--- src/rtl/hwpk_pkg.sv ---
package hwpk_pkg;

   typedef enum logic [1:0] {
      STD_PHILIPS = 2'd0,
      STD_MSBJ    = 2'd1,
      STD_LSBJ    = 2'd2,
      STD_PCM     = 2'd3
   } std_e;

   typedef enum logic [1:0] {
      DL_16  = 2'd0,
      DL_24  = 2'd1,
      DL_32A = 2'd2,
      DL_32B = 2'd3
   } dlen_e;

   // Decoded format shared by both directions
   typedef struct packed {
      logic wide_slot;   // slot uses both halves
      logic right_just;  // sample justified to the slot's last bit
      logic len24;       // 24-bit sample
      logic split;       // two halfword accesses per channel
   } fmt_t;

endpackage

--- src/rtl/hwpk_fmt.sv ---
module hwpk_fmt
   import hwpk_pkg::*;
(
   input  logic [1:0] std_i,
   input  logic [1:0] dlen_i,
   input  logic       clen_i,
   output fmt_t       fmt_o,
   output logic [1:0] acc_cnt_o
);

   logic long_sample;

   always_comb begin
      long_sample         = (dlen_e'(dlen_i) != DL_16);
      fmt_o.split         = long_sample;
      fmt_o.len24         = (dlen_e'(dlen_i) == DL_24);
      fmt_o.right_just    = (std_e'(std_i) == STD_LSBJ);
      // longer samples never fit a short slot
      fmt_o.wide_slot     = long_sample | clen_i;
      acc_cnt_o           = long_sample ? 2'd2 : 2'd1;
   end

endmodule

--- src/rtl/hwpk_tx.sv ---
module hwpk_tx
   import hwpk_pkg::*;
#(
   parameter int HW_W = 16
) (
   input  logic              clk,
   input  logic              rst_n,
   input  fmt_t              fmt,
   input  logic              hw_valid,
   input  logic [HW_W-1:0]   hw_data,
   output logic              hw_ready,
   output logic              slot_valid,
   output logic [2*HW_W-1:0] slot_data,
   input  logic              slot_ready
);

   localparam int SLOT_W = 2 * HW_W;
   localparam int BYTE_W = HW_W / 2;

   logic              phase_q;
   logic [HW_W-1:0]   first_q;
   logic [SLOT_W-1:0] slot_q;
   logic              vld_q;
   logic [SLOT_W-1:0] packed_w;
   logic              accept;

   assign hw_ready   = !vld_q;
   assign accept     = hw_valid && hw_ready;
   assign slot_valid = vld_q;
   assign slot_data  = slot_q;

   always_comb begin
      if (fmt.split) begin
         if (!fmt.len24)
            packed_w = {first_q, hw_data};
         else if (fmt.right_just)
            packed_w = {{BYTE_W{1'b0}}, first_q[BYTE_W-1:0], hw_data};
         else
            packed_w = {first_q, hw_data[HW_W-1:BYTE_W], {BYTE_W{1'b0}}};
      end else if (fmt.wide_slot && fmt.right_just) begin
         packed_w = {{HW_W{1'b0}}, hw_data};
      end else begin
         packed_w = {hw_data, {HW_W{1'b0}}};
      end
   end

   always_ff @(posedge clk) begin
      if (!rst_n) begin
         phase_q <= 1'b0;
         first_q <= '0;
         slot_q  <= '0;
         vld_q   <= 1'b0;
      end else begin
         if (vld_q && slot_ready)
            vld_q <= 1'b0;
         if (accept) begin
            if (fmt.split && !phase_q) begin
               first_q <= hw_data;
               phase_q <= 1'b1;
            end else begin
               slot_q  <= packed_w;
               vld_q   <= 1'b1;
               phase_q <= 1'b0;
            end
         end
      end
   end

   // a pending slot stays put until it is taken
   p_tx_hold_r8: assert property (@(posedge clk) disable iff (!rst_n)
      vld_q && !slot_ready |=> vld_q && $stable(slot_q));

   // single-access formats never leave a half-built channel
   p_tx_phase_r1: assert property (@(posedge clk) disable iff (!rst_n)
      !fmt.split |-> !phase_q);

   // right-justified 16-bit sample keeps the first half zero
   p_tx_pad_r4: assert property (@(posedge clk) disable iff (!rst_n)
      vld_q && !fmt.split && fmt.wide_slot && fmt.right_just
         |-> slot_q[SLOT_W-1:HW_W] == '0);

endmodule

--- src/rtl/hwpk_rx.sv ---
module hwpk_rx
   import hwpk_pkg::*;
#(
   parameter int HW_W = 16
) (
   input  logic              clk,
   input  logic              rst_n,
   input  fmt_t              fmt,
   input  logic              slot_valid,
   input  logic [2*HW_W-1:0] slot_data,
   output logic              slot_ready,
   output logic              hw_valid,
   output logic [HW_W-1:0]   hw_data,
   input  logic              hw_ready
);

   localparam int SLOT_W = 2 * HW_W;
   localparam int BYTE_W = HW_W / 2;

   logic [SLOT_W-1:0] slot_q;
   logic              phase_q;
   logic              vld_q;

   assign slot_ready = !vld_q;
   assign hw_valid   = vld_q;

   always_comb begin
      if (fmt.split) begin
         if (!phase_q)
            hw_data = (fmt.len24 && fmt.right_just)
                      ? {{BYTE_W{1'b0}}, slot_q[HW_W+BYTE_W-1:HW_W]}
                      : slot_q[SLOT_W-1:HW_W];
         else
            hw_data = (fmt.len24 && !fmt.right_just)
                      ? {slot_q[HW_W-1:BYTE_W], {BYTE_W{1'b0}}}
                      : slot_q[HW_W-1:0];
      end else if (fmt.wide_slot && fmt.right_just) begin
         hw_data = slot_q[HW_W-1:0];
      end else begin
         hw_data = slot_q[SLOT_W-1:HW_W];
      end
   end

   always_ff @(posedge clk) begin
      if (!rst_n) begin
         slot_q  <= '0;
         phase_q <= 1'b0;
         vld_q   <= 1'b0;
      end else if (slot_valid && !vld_q) begin
         slot_q  <= slot_data;
         phase_q <= 1'b0;
         vld_q   <= 1'b1;
      end else if (vld_q && hw_ready) begin
         if (fmt.split && !phase_q) begin
            phase_q <= 1'b1;
         end else begin
            phase_q <= 1'b0;
            vld_q   <= 1'b0;
         end
      end
   end

   // an unread halfword is held
   p_rx_hold_r9: assert property (@(posedge clk) disable iff (!rst_n)
      vld_q && !hw_ready |=> vld_q && $stable(hw_data));

   // reading the upper half of a split channel leaves the lower half pending
   p_rx_order_r9: assert property (@(posedge clk) disable iff (!rst_n)
      vld_q && hw_ready && fmt.split && !phase_q |=> vld_q && phase_q);

   // trailing byte of a left-justified 24-bit sample reads as zero
   p_rx_pad_r5: assert property (@(posedge clk) disable iff (!rst_n)
      vld_q && phase_q && fmt.len24 && !fmt.right_just
         |-> hw_data[BYTE_W-1:0] == '0);

   // leading byte of a right-justified 24-bit sample reads as zero
   p_rx_pad_r6: assert property (@(posedge clk) disable iff (!rst_n)
      vld_q && !phase_q && fmt.split && fmt.len24 && fmt.right_just
         |-> hw_data[HW_W-1:BYTE_W] == '0);

endmodule

--- src/rtl/hwpk_packer.sv ---
module hwpk_packer
   import hwpk_pkg::*;
#(
   parameter int HW_W = 16
) (
   input  logic              clk,
   input  logic              rst_n,
   input  logic [1:0]        cfg_std,
   input  logic [1:0]        cfg_dlen,
   input  logic              cfg_clen,
   output logic [1:0]        chan_accesses,
   input  logic              tx_hw_valid,
   input  logic [HW_W-1:0]   tx_hw_data,
   output logic              tx_hw_ready,
   output logic              tx_slot_valid,
   output logic [2*HW_W-1:0] tx_slot_data,
   input  logic              tx_slot_ready,
   input  logic              rx_slot_valid,
   input  logic [2*HW_W-1:0] rx_slot_data,
   output logic              rx_slot_ready,
   output logic              rx_hw_valid,
   output logic [HW_W-1:0]   rx_hw_data,
   input  logic              rx_hw_ready
);

   generate
      if (HW_W < 4 || (HW_W % 2) != 0) begin : g_bad_width
         $error("hwpk_packer: HW_W must be even and at least 4");
      end
   endgenerate

   fmt_t fmt;

   hwpk_fmt u_fmt (
      .std_i     (cfg_std),
      .dlen_i    (cfg_dlen),
      .clen_i    (cfg_clen),
      .fmt_o     (fmt),
      .acc_cnt_o (chan_accesses)
   );

   hwpk_tx #(.HW_W(HW_W)) u_tx (
      .clk        (clk),
      .rst_n      (rst_n),
      .fmt        (fmt),
      .hw_valid   (tx_hw_valid),
      .hw_data    (tx_hw_data),
      .hw_ready   (tx_hw_ready),
      .slot_valid (tx_slot_valid),
      .slot_data  (tx_slot_data),
      .slot_ready (tx_slot_ready)
   );

   hwpk_rx #(.HW_W(HW_W)) u_rx (
      .clk        (clk),
      .rst_n      (rst_n),
      .fmt        (fmt),
      .slot_valid (rx_slot_valid),
      .slot_data  (rx_slot_data),
      .slot_ready (rx_slot_ready),
      .hw_valid   (rx_hw_valid),
      .hw_data    (rx_hw_data),
      .hw_ready   (rx_hw_ready)
   );

   // any sample longer than a halfword needs two accesses
   p_acc_long_r11: assert property (@(posedge clk) disable iff (!rst_n)
      cfg_dlen != 2'd0 |-> chan_accesses == 2'd2);

   // 16-bit samples need one access regardless of channel length
   p_acc_short_r1: assert property (@(posedge clk) disable iff (!rst_n)
      cfg_dlen == 2'd0 |-> chan_accesses == 2'd1);

endmodule

--- config.mk ---
export PLATFORM = sky130hd
export DESIGN_NAME = hwpk_packer
export DESIGN_NICKNAME = d
export VERILOG_FILES = /design/src/rtl/hwpk_pkg.sv /design/src/rtl/hwpk_fmt.sv /design/src/rtl/hwpk_tx.sv /design/src/rtl/hwpk_rx.sv /design/src/rtl/hwpk_packer.sv
export SDC_FILE = /design/constraint.sdc
export NUM_CORES = 1
export LEC_CHECK = 0
export BUFFER_PORTS_ARGS = -buffer_cell sky130_fd_sc_hd__buf_4
export CAP_MARGIN = 20
export CORE_MARGIN = 2
export CORE_UTILIZATION = 55
export DETAILED_ROUTE_END_ITERATION = 6
export GPL_TIMING_DRIVEN = 0
export PLACE_DENSITY = 0.85
export RECOVER_POWER = 50
export SYNTH_ARGS = -nofsm -noshare
export SYNTH_HDL_FRONTEND = slang
export SYNTH_HIERARCHICAL = 1
export SYNTH_SLANG_ARGS = --single-unit
--- constraint.sdc ---
create_clock -name clk -period 4.8 [get_ports clk]
set_input_delay 0.72 -clock clk [delete_from_list [all_inputs] [get_ports clk]]
set_output_delay 0.72 -clock clk [all_outputs]
set_load 0.01 [all_outputs]
Word level (Yosys, flattened, before mapping)
Cells that the tools add are included.
- flip-flop bits (word level): 84
- bits of input ports: 59
- word-level logic and storage cells: 51
- equal/unequal tests: 3
- mux-type cells: 18
- bitwise operators: 3
- reductions and logical operators: 20
- operators by type and width (cell ; count):
    $mux 32 ; 4
    $mux 16 ; 4
    $logic_and 1x1->1 ; 9
    $mux 1 ; 8
    $mux 8 ; 1
    $reduce_and 2->1 ; 3
    $logic_not 1->1 ; 5
    $reduce_bool 2->1 ; 2
    $eq 2x1->1 const B ; 1
    $eq 2x2->1 const B ; 1
    $mux 2 ; 1
    $ne 2x1->1 const B ; 1
    $not 1->1 ; 2
    $reduce_or 2->1 ; 1
    $or 1x1->1 ; 1

Depth between registers and ports, before layout
Gate-level depths: netlist of run 1.
- word-level depth: 6
- gate-level depth with buffers: 8
- gate-level depth less buffers: 4

Hierarchy
Netlist of run 1, hierarchy kept.
- by module, submodules not included (module ; times used ; cells an instance ; area an instance (um^2) ; sequential area each (um^2)):
    hwpk_tx ; 1 ; 234 ; 2085.8 ; 1001.0
    hwpk_rx ; 1 ; 176 ; 1473.9 ; 680.7
    hwpk_fmt ; 1 ; 7 ; 43.8 ; 0.0

Worst setup path before layout of run 1
OpenSTA, ideal clock, no wires.
- path type: input port to output port
- start point: input cfg_dlen[0]
- end point: output rx_hw_data[10]
- arrival time: 1.814 ns
- required time: 4.080 ns
- setup slack: 2.266 ns
- stages on the path: 4
- path buffers: 0
- cells stage by stage: or3_1 and3b_1 a21oi_2 a22o_1
- longest elaborated chain between the ends: 5
- ends and longest elaborated chain (element ; line ; RTL):
    start: declaration ; hwpk_packer.sv:9 ; input logic [1:0] cfg_dlen,
    $eq 2x1->1 or $reduce_bool 2->1 (tied branches) ; hwpk_fmt.sv:16, hwpk_fmt.sv:14 ;
    $logic_and 1x1->1 or $or 1x1->1 (tied branches) ; hwpk_rx.sv:30, hwpk_fmt.sv:19 ;
    $mux 16 or $logic_and 1x1->1 (tied branches) ; hwpk_rx.sv:31, hwpk_rx.sv:37 ;
    $mux 16, on equally long branches ; hwpk_rx.sv:29, hwpk_rx.sv:37 ;
    $mux 16 * ; hwpk_rx.sv:28 ; if (fmt.split) begin
    end: declaration ; hwpk_packer.sv:22 ; output logic [HW_W-1:0] rx_hw_data,
Every way passes the cells marked *; elsewhere a longest branch is shown, timed or not.

Final worst setup path of run 1
- start point: input cfg_dlen[0]
- end point: output rx_hw_data[1]
- longest elaborated chain between the ends: 5
- ends and longest elaborated chain (element ; line ; RTL):
    $reduce_bool 2->1 * ; hwpk_fmt.sv:14 ; long_sample = (dlen_e'(dlen_i) != DL_16);
    named net u_fmt.long_sample ; hwpk_fmt.sv:11 ; logic long_sample;
    $or 1x1->1 ; hwpk_fmt.sv:19 ; fmt_o.wide_slot = long_sample | clen_i;
    $logic_and 1x1->1 ; hwpk_rx.sv:37 ; end else if (fmt.wide_slot && fmt.right_just) begin
    $mux 16 ; hwpk_rx.sv:37 ;
    $mux 16 * ; hwpk_rx.sv:28 ;
Mark *: on every way through the listed nets, which the timed path passes. The rest lies on a longest branch.

==> qor.csv, run 1 <==
metric,value,unit
final sum of negative setup slack,0,ns
type of destination of the critical path,output port,
internal power,1170,µW
power share of the clock group,0.353,
maximum clock insertion buffer count,2,
effective utilization at floorplan,0.567,
Worst-Skew Late Latency,0.34,ns
cell count of the worst reg-to-reg path,5,
worst slack on hold paths,0.462,ns
status,completed,
Final Wtd Congestion,0.839,
portion of the clock cycle consumed by the worst path in the final layout,0.670,
Clock Sink Count,84,
post-DR wirelength/cell,15.9,µm
Static Leakage,0.00182,µW
post-route minimum period,3.22,ns
NumNets Final,599,
count of hold-fix buffers inserted at cts,0,
"commonest non-fill, non-tap cell in the layout",sky130_fd_sc_hd__nand2_1,
Detailed Routing Iterations Pass 1,5,
final hold vios,0,
area added between synthesis and finish,28.5,%
sequential fraction of design power,0.476,
most used cells in the layout excluding fill and tap cells,"sky130_fd_sc_hd__nand2_1 (122), sky130_fd_sc_hd__dfxtp_1 (84), sky130_fd_sc_hd__buf_4 (82), sky130_fd_sc_hd__clkbuf_1 (50), sky130_fd_sc_hd__a21oi_1 (34)",
"Setup violations, final",0,
switching share of total power,0.273,
share of synthesized area occupied by flip-flops and latches,0.467,
critical path launch point,cfg_dlen[0],
first-pass GRT wire length,15600,µm
count of pins on the block boundary,113,
placeable core region,0.00635,mm²
number of DRC markers after the initial detailed-route iteration,212,
Synth Instances,417,
post-CTS clock slew at the launch and capture registers of the worst setup and hold paths,0.08,ns
antenna cell count,0,
pin count of the biggest net entering global routing,15,
end of the worst register-to-register path,u_tx/slot_data[12]$_SDFFE_PN0P_,
worst setup path end,rx_hw_data[1],
count of antenna-violating nets left after detailed routing,0,
post-DR vias/cell,5.73,
vias post-DR,3566,
final wirelength,9890,µm
power per cell area,347,mW/mm²
proportion of layout cells with a drive suffix above 1,0.237,
largest fanout on the critical path,13,
initial antenna violation count,0,
Worst setup SP type,input port,
Power Total,1610,µW
H-tree level count,3,
cell area after synthesis,0.00360,mm²
Worst Setup Path Type,in2out,
Die H,84.9,µm
max-capacitance violation count,0,
input/output buffers,112,
Layout Skew,0.00711,ns
Comb power frac,0.171,
FF-to-FF setup slack,3.14,ns
source of the worst hold timing path,u_tx/first_q[14]$_SDFFE_PN0P_,
Worst Max-Slew Pin Slew,0.744,ns
buffers inserted by post-CTS timing repair,0,
die span in x,84.9,µm
max_slew headroom,0.504,
fillcell total,509,
Unique masters post-synth,37,
P_sw,439,µW
cell area after placement,0.00454,mm²
startpoint of the worst register-to-register path,u_tx/phase_q$_SDFFE_PN0P_,
post-synthesis register bit count,84,
worst min-delay path class,reg2reg,
via count of the first global-routing pass,3348,
aggregate global routing overflow,0,
CTS tree,yes,
Core Rows,29,
crit path DAT,2.50,ns
Die Outline Area,0.00721,mm²
required arrival time at the worst endpoint,4.08,ns
peak clock frequency supported by timing,311,MHz
RSZ-0062 raised after global routing,false,
library cell used as clock root buffer,sky130_fd_sc_hd__clkbuf_8,
count of yosys warnings during synthesis,6,
GR Util All Layers,0.268,
Final Max Slew Viols,0,
half-perimeter wire length after placement,7380,µm
number of gates resized after CTS,0,
number of buffers created by CTS,9,
average footprint of a synthesized cell,8.64,µm²
summed area of non-filler cells in the final layout,0.00463,mm²
maximum resistive drop on vdd,0.218,mV
Post-Syn Nets,476,
DRC violation count after routing,0,
-- flip-flops by register name (all words and copies together) (netlist names) --
register         flops
u_rx/hw_valid        1
u_rx/phase_q         1
u_rx/slot_q         32
u_tx/first_q        16
u_tx/phase_q         1
u_tx/slot_data      32
u_tx/slot_valid      1
-- cell usage after synthesis, drive strengths merged --
| cell | number | area share |
|---|---|---|
| a211oi | 16 | 0.053 |
| nand2b | 3 | 0.0052 |
| a21boi | 34 | 0.074 |
| a31oi | 1 | 0.0017 |
| nor4bb | 1 | 0.0028 |
| nand2 | 122 | 0.13 |
| nand4 | 8 | 0.014 |
| nand4b | 1 | 0.0024 |
| nor2b | 6 | 0.010 |
| a21oi | 37 | 0.055 |
| or3 | 1 | 0.0017 |
| and3b | 1 | 0.0024 |
| o21ai | 3 | 0.0042 |
| o22ai | 16 | 0.028 |
| a22oi | 16 | 0.033 |
| inv | 4 | 0.0042 |
| or2b | 1 | 0.0021 |
| buf | 23 | 0.041 |
| a22o | 16 | 0.039 |
| clkbuf | 12 | 0.013 |
| dfxtp | 84 | 0.47 |
| and2 | 1 | 0.0017 |
| nand4bb | 1 | 0.0031 |
| nand3b | 2 | 0.0042 |
| nor2 | 3 | 0.0031 |
| a21o | 1 | 0.0021 |
| or2 | 1 | 0.0017 |
| o21a | 2 | 0.0042 |
-- worst max-delay path, stage by stage --
cell                       delay, ns
sky130_fd_sc_hd__buf_4          0.09
sky130_fd_sc_hd__or2_0          0.13
sky130_fd_sc_hd__clkbuf_1       0.45
sky130_fd_sc_hd__nand2_1        0.14
sky130_fd_sc_hd__o21ai_1        0.59
sky130_fd_sc_hd__a22o_1         0.24
sky130_fd_sc_hd__buf_4          0.12
-- worst min path at each step --
stage,depth (start not counted),end,slack (ns)
finish,2,u_tx/first_q[14]$_SDFFE_PN0P_,0.46
global route,2,u_rx/slot_q[21]$_SDFFE_PN0P_,0.48
CTS,2,u_rx/slot_q[16]$_SDFFE_PN0P_,0.46
detailed placement,2,u_tx/first_q[12]$_SDFFE_PN0P_,0.45
global placement,2,u_tx/first_q[15]$_SDFFE_PN0P_,0.44
floorplan,2,u_rx/slot_q[12]$_SDFFE_PN0P_,0.43
-- power groups by stage --
stage	Combinational [µW]	Clock (µW)	Sequential, µW
after floorplan	155	0	784
after global placement	280	0	779
after detailed placement	288	0	781
after CTS	289	568	765
after global routing	299	599	770
final	276	567	765
-- cell type report --
cell class              instances  area [µm²]  area share
flip-flops and latches         84        1680       0.363
clock buffers                  10         138      0.0297
repair buffers                112         717       0.155
multi-input cells             294        1710       0.370
clock inverters                 6        86.3      0.0186
inverters                       4        15.0     0.00324
plain buffers                  35         184      0.0397
well taps                      77        96.3      0.0208
-- layer usage --
metal | up-vias | GRT usage | share of wire
li1 | 1710 | - | -
met1 | 1705 | 0.350 | 0.43
met5 | - | 0 | 0
met4 | 0 | 0.0851 | 0.020
met2 | 131 | 0.440 | 0.48
met3 | 20 | 0.0642 | 0.064
-- stage by stage --
| step | utilization | worst slack, ns | std cells |
|---|---|---|---|
| finish | 0.729 | 1.58 | 622 |
| global route | 0.729 | 1.42 | 622 |
| CTS | 0.750 | 1.71 | 622 |
| detailed placement | 0.715 | 1.71 | 606 |
| global placement | 0.715 | 1.74 | 606 |
| floorplan | - | 2.27 | 417 |
-- logic make-up (layout without fill, tap and decap cells) --
group / Yosys count / count (layout) / synth area share
compound gates: 142 / 142 / 0.293
simple gates: 152 / 152 / 0.182
flops: 84 / 84 / 0.467
buf+inv: 39 / 167 / 0.0580
Note: power is estimated with default switching activity, not from simulation.
==> run 2, diff against run 1 <==
- ABC_AREA: not set -> 1
- CORE_UTILIZATION: 55 -> 53
- PLACE_DENSITY: 0.85 -> 0.81
- clock period: 4.8 -> 3.2 ns (I/O delays scaled with it)
==> run 2 against run 1 <==
  * Clock power is 60% higher
  * Critical path type unchanged
  * Sequential share of layout area down 3.9 points
  * Cell count is 36% higher
  * Total power up 61%
  * Clock skew grew 0.0012 ns
  * Die area is 19% higher
==> qor.csv, run 2 <==
metric,value,unit,change
aggregate global routing overflow,0,,unchanged
max-capacitance violation count,0,,unchanged
area taken by flip-flops and latches,0.00168,mm²,unchanged
count of pins on the block boundary,113,,unchanged
Worst Setup Path Type,in2out,,unchanged
cell types occupying the most area after synthesis,"sky130_fd_sc_hd__dfxtp_1 (40%), sky130_fd_sc_hd__nand2_1 (15%), sky130_fd_sc_hd__nor2_1 (9.5%), sky130_fd_sc_hd__nand3_1 (7.7%), sky130_fd_sc_hd__o21ai_0 (5.8%)",,"was sky130_fd_sc_hd__dfxtp_1 (47%), sky130_fd_sc_hd__nand2_1 (13%), sky130_fd_sc_hd__a21boi_0 (5.0%), sky130_fd_sc_hd__a211oi_2 (4.9%), sky130_fd_sc_hd__a21oi_1 (4.7%)"
number of gates resized after CTS,0,,unchanged
required arrival time at the worst endpoint,2.72,ns,was 4.08 ns
vias post-DR,4391,,"was 3,566"
peak clock frequency supported by timing,411,MHz,
Unique masters post-synth,22,,was 37
proportion of layout cells with a drive suffix above 1,0.183,,was 0.237
"commonest non-fill, non-tap cell in the layout",sky130_fd_sc_hd__nand2_1,,unchanged
largest fanout on the critical path,10,,was 13
final wirelength,11700,µm,was 9890 µm
final sum of negative setup slack,0,ns,unchanged
status,completed,,unchanged
most repeated library cell on the critical path,sky130_fd_sc_hd__buf_4,,unchanged
H-tree level count,3,,unchanged
effective utilization at floorplan,0.543,,was 0.567
async set or reset register ratio after synthesis,0,,unchanged
count of yosys warnings during synthesis,6,,unchanged
buffers inserted by post-CTS timing repair,0,,unchanged
area added between synthesis and finish,24.9,%,was 28.5%
crit path DAT,1.95,ns,was 2.50 ns
library cell used as clock root buffer,sky130_fd_sc_hd__clkbuf_8,,unchanged
"Setup violations, final",0,,unchanged
most used standard cells in the synthesized netlist,"sky130_fd_sc_hd__nand2_1 (169), sky130_fd_sc_hd__nor2_1 (105), sky130_fd_sc_hd__dfxtp_1 (84)",,"was sky130_fd_sc_hd__nand2_1 (122), sky130_fd_sc_hd__dfxtp_1 (84), sky130_fd_sc_hd__a21oi_1 (34)"
Core Rows,32,,was 29
Power Total,2590,µW,was 1610 µW
number of enable-type register cells in the synthesized netlist,0,,unchanged
count of hold-fix buffers inserted at cts,0,,unchanged
max_slew headroom,0.606,,was 0.504
Worst-Skew Late Latency,0.35,ns,was 0.34 ns
area of combinational cells with multiple inputs,0.00196,mm²,was 0.00171 mm²
type of destination of the critical path,output port,,unchanged
Final Max Slew Viols,0,,unchanged
worst min-delay path class,in2reg,,was reg2reg
Static Leakage,0.00246,µW,was 0.00182 µW
fillcell total,731,,was 509
worst slack at placement,0.891,ns,was 1.71 ns
post-synthesis register bit count,84,,unchanged
count of antenna-violating nets left after detailed routing,0,,unchanged
Post-Syn Nets,676,,was 476
"Largest stage delay, worst path",0.28,ns,was 0.59 ns
Final Wtd Congestion,0.871,,was 0.839
final critical-path setup slack,0.768,ns,was 1.58 ns
pin count of the biggest net entering global routing,14,,was 15
Clock Sink Count,84,,unchanged
half-perimeter wire length after placement,8780,µm,was 7380 µm
via count of the first global-routing pass,4117,,"was 3,348"
average footprint of a synthesized cell,6.73,µm²,was 8.64 µm²
first-pass GRT wire length,18700,µm,"was 15,600 µm"
post-DR vias/cell,5.19,,was 5.73
number of DRC markers after the initial detailed-route iteration,284,,was 212
Synth Instances,617,,was 417
chain of cells forming the critical path,"buf_4, nor2_1, inv_1, buf_4, inv_1, buf_2, nand3_1, nand2_1, buf_4",,"was buf_4, or2_0, clkbuf_1, nand2_1, o21ai_1, a22o_1, buf_4"
DRC violation count after routing,0,,unchanged
Worst setup SP type,input port,,unchanged
cell area after synthesis,0.00415,mm²,was 0.00360 mm²
most repeated cell in the gate-level netlist after synthesis,sky130_fd_sc_hd__nand2_1,,unchanged
Die Outline Area,0.00856,mm²,was 0.00721 mm²
Die H,92.5,µm,was 84.9 µm
maximum resistive drop on vdd,0.237,mV,was 0.218 mV
power per cell area,500,mW/mm²,was 347 mW/mm²
Detailed Routing Iterations Pass 1,5,,unchanged
maximum clock insertion buffer count,2,,unchanged
input/output buffers,112,,unchanged
post-CTS clock slew at the launch and capture registers of the worst setup and hold paths,0.09,ns,was 0.08 ns
Worst Max-Slew Pin Slew,0.591,ns,was 0.744 ns
cell with the largest stage delay on the worst path,sky130_fd_sc_hd__buf_2,,was sky130_fd_sc_hd__o21ai_1
share of synthesized area occupied by flip-flops and latches,0.405,,was 0.467
most used cells in the layout excluding fill and tap cells,"sky130_fd_sc_hd__nand2_1 (170), sky130_fd_sc_hd__nor2_1 (106), sky130_fd_sc_hd__dfxtp_1 (84), sky130_fd_sc_hd__buf_4 (82), sky130_fd_sc_hd__nand3_1 (64)",,"was sky130_fd_sc_hd__nand2_1 (122), sky130_fd_sc_hd__dfxtp_1 (84), sky130_fd_sc_hd__buf_4 (82), sky130_fd_sc_hd__clkbuf_1 (50), sky130_fd_sc_hd__a21oi_1 (34)"
Final Core Density,0.679,,was 0.729
RSZ-0062 raised after global routing,false,,unchanged
Layout Skew,0.00829,ns,was 0.00711 ns
commonest register cell after synthesis,sky130_fd_sc_hd__dfxtp_1,,unchanged
NumNets Final,799,,was 599
die span in x,92.5,µm,was 84.9 µm
antenna cell count,0,,unchanged
GR Util All Layers,0.276,,was 0.268
number of buffers created by CTS,9,,unchanged
portion of the clock cycle consumed by the worst path in the final layout,0.760,,
post-DR wirelength/cell,13.8,µm,was 15.9 µm
final hold vios,0,,unchanged
share of the synthesized area in the top cell type,0.405,,was 0.467
placeable core region,0.00765,mm²,was 0.00635 mm²
post-route minimum period,2.43,ns,
CTS tree,yes,,unchanged
leading area contributor after synthesis,sky130_fd_sc_hd__dfxtp_1,,unchanged
initial antenna violation count,0,,unchanged
==> run 2: final cells by class <==
class	count	area share
Buffer	32	0.0461
Timing Repair Buffer	112	0.137
Sequential cell	84	0.324
Multi-Input combinational cell	443	0.378
Clock inverter	4	0.0188
Inverter	58	0.0441
Tap cell	102	0.0246
Clock buffer	11	0.0272
==> run 2: routing by layer <==
layer / GRT usage / up-vias / part of all wire
met5: 0 / - / 0
met4: 0.107 / 0 / 0.015
met3: 0.0391 / 17 / 0.081
met2: 0.468 / 205 / 0.50
met1: 0.355 / 1993 / 0.40
li1: - / 2176 / -
==> run 2: worst max-delay path: cells and delay by family <==
| family | cells | cell delay, ns |
|---|---|---|
| and+or+nand+nor | 3 | 0.50 |
| buffers and inverters | 6 | 0.98 |
==> run 2: cell families after synthesis <==
family | synth area share
AO/OA/AOI/OAI | 0.107
buffers and inverters | 0.121
flip-flops | 0.405
AND/OR/NAND/NOR | 0.368
==> run 2: worst paths after layout <==
check                                       from  slack [ns]  cells past startpoint                             end
setup reg to reg      u_rx/hw_valid$_SDFFE_PN0P_        1.57                      6     u_rx/slot_q[4]$_SDFFE_PN0P_
setup / recovery                     cfg_dlen[0]        0.77                      9                   rx_hw_data[9]
hold / removal                     rx_slot_valid        0.36                      3      u_rx/hw_valid$_SDFFE_PN0P_
hold reg to reg   u_tx/slot_data[4]$_SDFFE_PN0P_        0.46                      2  u_tx/slot_data[4]$_SDFFE_PN0P_
==> run 2: where the power goes <==
part / total (µW) / internal [µW] / switching (µW) / leakage [µW]
combinational: 519 / 216 / 303 / 0.00165
clock: 910 / 536 / 374 / 0.000116
sequential: 1160 / 1120 / 47.5 / 0.000690
total: 2590 / 1870 / 725 / 0.00246
==> run 2: per-stage QoR <==
stage / hold slack [ns] / instances / cell area, µm²
after CTS: 0.363 / 846 / 5360
after global placement: 0.445 / 831 / 5120
after global routing: 0.376 / 846 / 5190
after floorplan: 0.453 / 617 / 4150
after detailed placement: 0.450 / 831 / 5120
final: 0.358 / 846 / 5190
==> run 3, diff against run 2 <==
- clock period: 3.2 -> 2.4 ns (I/O delays scaled with it)
==> run 3 against run 2 <==
  * Via count about the same
  * Final area about the same
  * Clock skew up 0.00051 ns
  * Wire length is 0.39% higher
  * Core utilization hardly changed
  * Total power grew 33%
  * Sequential power rose by 34%
  * Sequential share of layout area barely moved
  * Register-to-register slack lost 0.81 ns
  * Critical path depth stayed put
  * Hold slack lost 0.12 ns
  * Highest routed layer unchanged
==> qor.csv, run 3 (synthesis gave the netlist of run 2 again) <==
metric,value,unit,change
Worst Max-Slew Pin Slew,0.600,ns,was 0.591 ns
internal power,2490,µW,was 1870 µW
Worst setup SP type,input port,,unchanged
Die Outline Area,0.00856,mm²,unchanged
"commonest non-fill, non-tap cell in the layout",sky130_fd_sc_hd__nand2_1,,unchanged
area added between synthesis and finish,25.0,%,was 24.9%
maximum clock insertion buffer count,2,,unchanged
final hold vios,0,,unchanged
post-DR vias/cell,5.19,,about the same
largest fanout on the critical path,10,,unchanged
DRC violation count after routing,0,,unchanged
FF-to-FF setup slack,0.76,ns,was 1.57 ns
count of pins on the block boundary,113,,unchanged
Comb power frac,0.200,,about the same
final critical-path setup slack,0.278,ns,was 0.768 ns
end of the worst register-to-register path,u_rx/slot_q[4]$_SDFFE_PN0P_,,unchanged
fillcell total,730,,was 731
power per cell area,667,mW/mm²,was 500 mW/mm²
final wirelength,11700,µm,about the same
P_sw,968,µW,was 725 µW
source of the worst hold timing path,rx_slot_valid,,unchanged
routed metal-1 wire length,4740,µm,was 4710 µm
number of DRC markers after the initial detailed-route iteration,318,,was 284
half-perimeter wire length after placement,8780,µm,unchanged
met2 wire length,5800,µm,was 5860 µm
via count of the first global-routing pass,4117,,unchanged
effective utilization at floorplan,0.543,,unchanged
type of destination of the critical path,output port,,unchanged
library cell used as clock root buffer,sky130_fd_sc_hd__clkbuf_8,,unchanged
worst slack at placement,0.331,ns,was 0.891 ns
switching share of total power,0.280,,was 0.279
Layout Skew,0.00880,ns,was 0.00829 ns
aggregate global routing overflow,0,,unchanged
Core Rows,32,,unchanged
Clock Sink Count,84,,unchanged
buffers inserted by post-CTS timing repair,0,,unchanged
met3 wirelength from detailed routing,1020,µm,was 948 µm
antenna cell count,0,,unchanged
post-DR wirelength/cell,13.9,µm,was 13.8 µm
RSZ-0062 raised after global routing,false,,unchanged
count of hold-fix buffers inserted at cts,0,,unchanged
required arrival time at the worst endpoint,2.04,ns,was 2.72 ns
maximum resistive drop on vdd,0.315,mV,was 0.237 mV
max_slew headroom,0.600,,was 0.606
Worst Setup Path Type,in2out,,unchanged
placeable core region,0.00765,mm²,unchanged
CTS tree,yes,,unchanged
top routing layer in use,met4,,unchanged
most used cells in the layout excluding fill and tap cells,"sky130_fd_sc_hd__nand2_1 (170), sky130_fd_sc_hd__nor2_1 (105), sky130_fd_sc_hd__dfxtp_1 (84), sky130_fd_sc_hd__buf_4 (82), sky130_fd_sc_hd__nand3_1 (64)",,"was sky130_fd_sc_hd__nand2_1 (170), sky130_fd_sc_hd__nor2_1 (106), sky130_fd_sc_hd__dfxtp_1 (84), sky130_fd_sc_hd__buf_4 (82), sky130_fd_sc_hd__nand3_1 (64)"
crit path DAT,1.76,ns,was 1.95 ns
worst min-delay path class,in2reg,,unchanged
GR Util All Layers,0.276,,unchanged
startpoint of the worst register-to-register path,u_rx/hw_valid$_SDFFE_PN0P_,,unchanged
power share of the clock group,0.351,,about the same
portion of the clock cycle consumed by the worst path in the final layout,0.884,,
proportion of layout cells with a drive suffix above 1,0.184,,was 0.183
post-route minimum period,2.12,ns,
count of antenna-violating nets left after detailed routing,0,,unchanged
Detailed Routing Iterations Pass 1,5,,unchanged
pin count of the biggest net entering global routing,14,,unchanged
post-CTS clock slew at the launch and capture registers of the worst setup and hold paths,0.09,ns,about the same
status,completed,,unchanged
Worst-Skew Late Latency,0.35,ns,about the same
Final Wtd Congestion,0.871,,unchanged
"Setup violations, final",0,,unchanged
hold path endpoint,u_rx/hw_valid$_SDFFE_PN0P_,,unchanged
number of gates resized after CTS,0,,unchanged
Die H,92.5,µm,unchanged
H-tree level count,3,,unchanged
input/output buffers,112,,unchanged
NumNets Final,799,,unchanged
Cells on Worst Hold Path,3,,unchanged
number of buffers created by CTS,9,,unchanged
final sum of negative setup slack,0,ns,unchanged
die span in x,92.5,µm,unchanged
sequential fraction of design power,0.449,,about the same
worst slack on hold paths,0.240,ns,was 0.358 ns
cell count of the worst reg-to-reg path,6,,unchanged
Final Max Slew Viols,0,,unchanged
vias post-DR,4393,,"was 4,391"
first-pass GRT wire length,18700,µm,unchanged
Static Leakage,0.00246,µW,about the same
initial antenna violation count,0,,unchanged
peak clock frequency supported by timing,471,MHz,
max-capacitance violation count,0,,unchanged
## run 3: cell counts in the layout (fill, tap and decap cells not counted)
Identical to the previous run, type by type.
## run 3: metal layers
metal | vias up | global-route usage
met5 | - | 0
met4 | 0 | 0.107
met3 | 19 | 0.0391
met2 | 217 | 0.468
met1 | 1978 | 0.355
li1 | 2179 | -
## run 3: worst max-delay path by stage
stage	cells after the start	end	start
6_report	9	rx_hw_data[9]	cfg_dlen[0]
5_1_grt	9	rx_hw_data[8]	cfg_dlen[0]
4_1_cts	9	rx_hw_data[9]	cfg_dlen[0]
3_5_place_dp	9	rx_hw_data[6]	cfg_dlen[0]
3_3_place_gp	9	rx_hw_data[6]	cfg_dlen[0]
2_1_floorplan	7	rx_hw_data[6]	cfg_dlen[0]
## run 3: area by class of cell
cell class | instances | area [µm²] | share of cell area
plain buffers | 32 | 239 | 0.0460
multi-input cells | 443 | 1960 | 0.378
repair buffers | 112 | 713 | 0.137
flip-flops and latches | 84 | 1680 | 0.324
well taps | 102 | 128 | 0.0246
clock buffers | 11 | 141 | 0.0272
clock inverters | 4 | 97.6 | 0.0188
inverters | 58 | 229 | 0.0441
## run 3: power groups by stage
stage               Sequential (µW)  Combinational, µW  Clock [µW]
finish                         1550                692        1210
global route                   1560                766        1290
CTS                            1550                719        1220
detailed placement             1580                716           0
global placement               1580                695           0
floorplan                      1580                427           0
## run 3: worst max-delay path: stages
cell and delay [ns]:
sky130_fd_sc_hd__buf_4 0.12, sky130_fd_sc_hd__nor2_2 0.20, sky130_fd_sc_hd__inv_1 0.09, sky130_fd_sc_hd__buf_4 0.16
sky130_fd_sc_hd__inv_1 0.18, sky130_fd_sc_hd__buf_2 0.29, sky130_fd_sc_hd__nand3_1 0.13, sky130_fd_sc_hd__nand2_1 0.11
sky130_fd_sc_hd__buf_4 0.13
## run 3: per-stage QoR
step	power (µW)	instances	instance area [µm²]	util
after detailed placement	2300	831	5120	0.670
after floorplan	2010	617	4150	-
after global placement	2280	831	5120	0.670
after CTS	3490	846	5360	0.701
final	3460	846	5190	0.679
after global routing	3620	846	5190	0.679
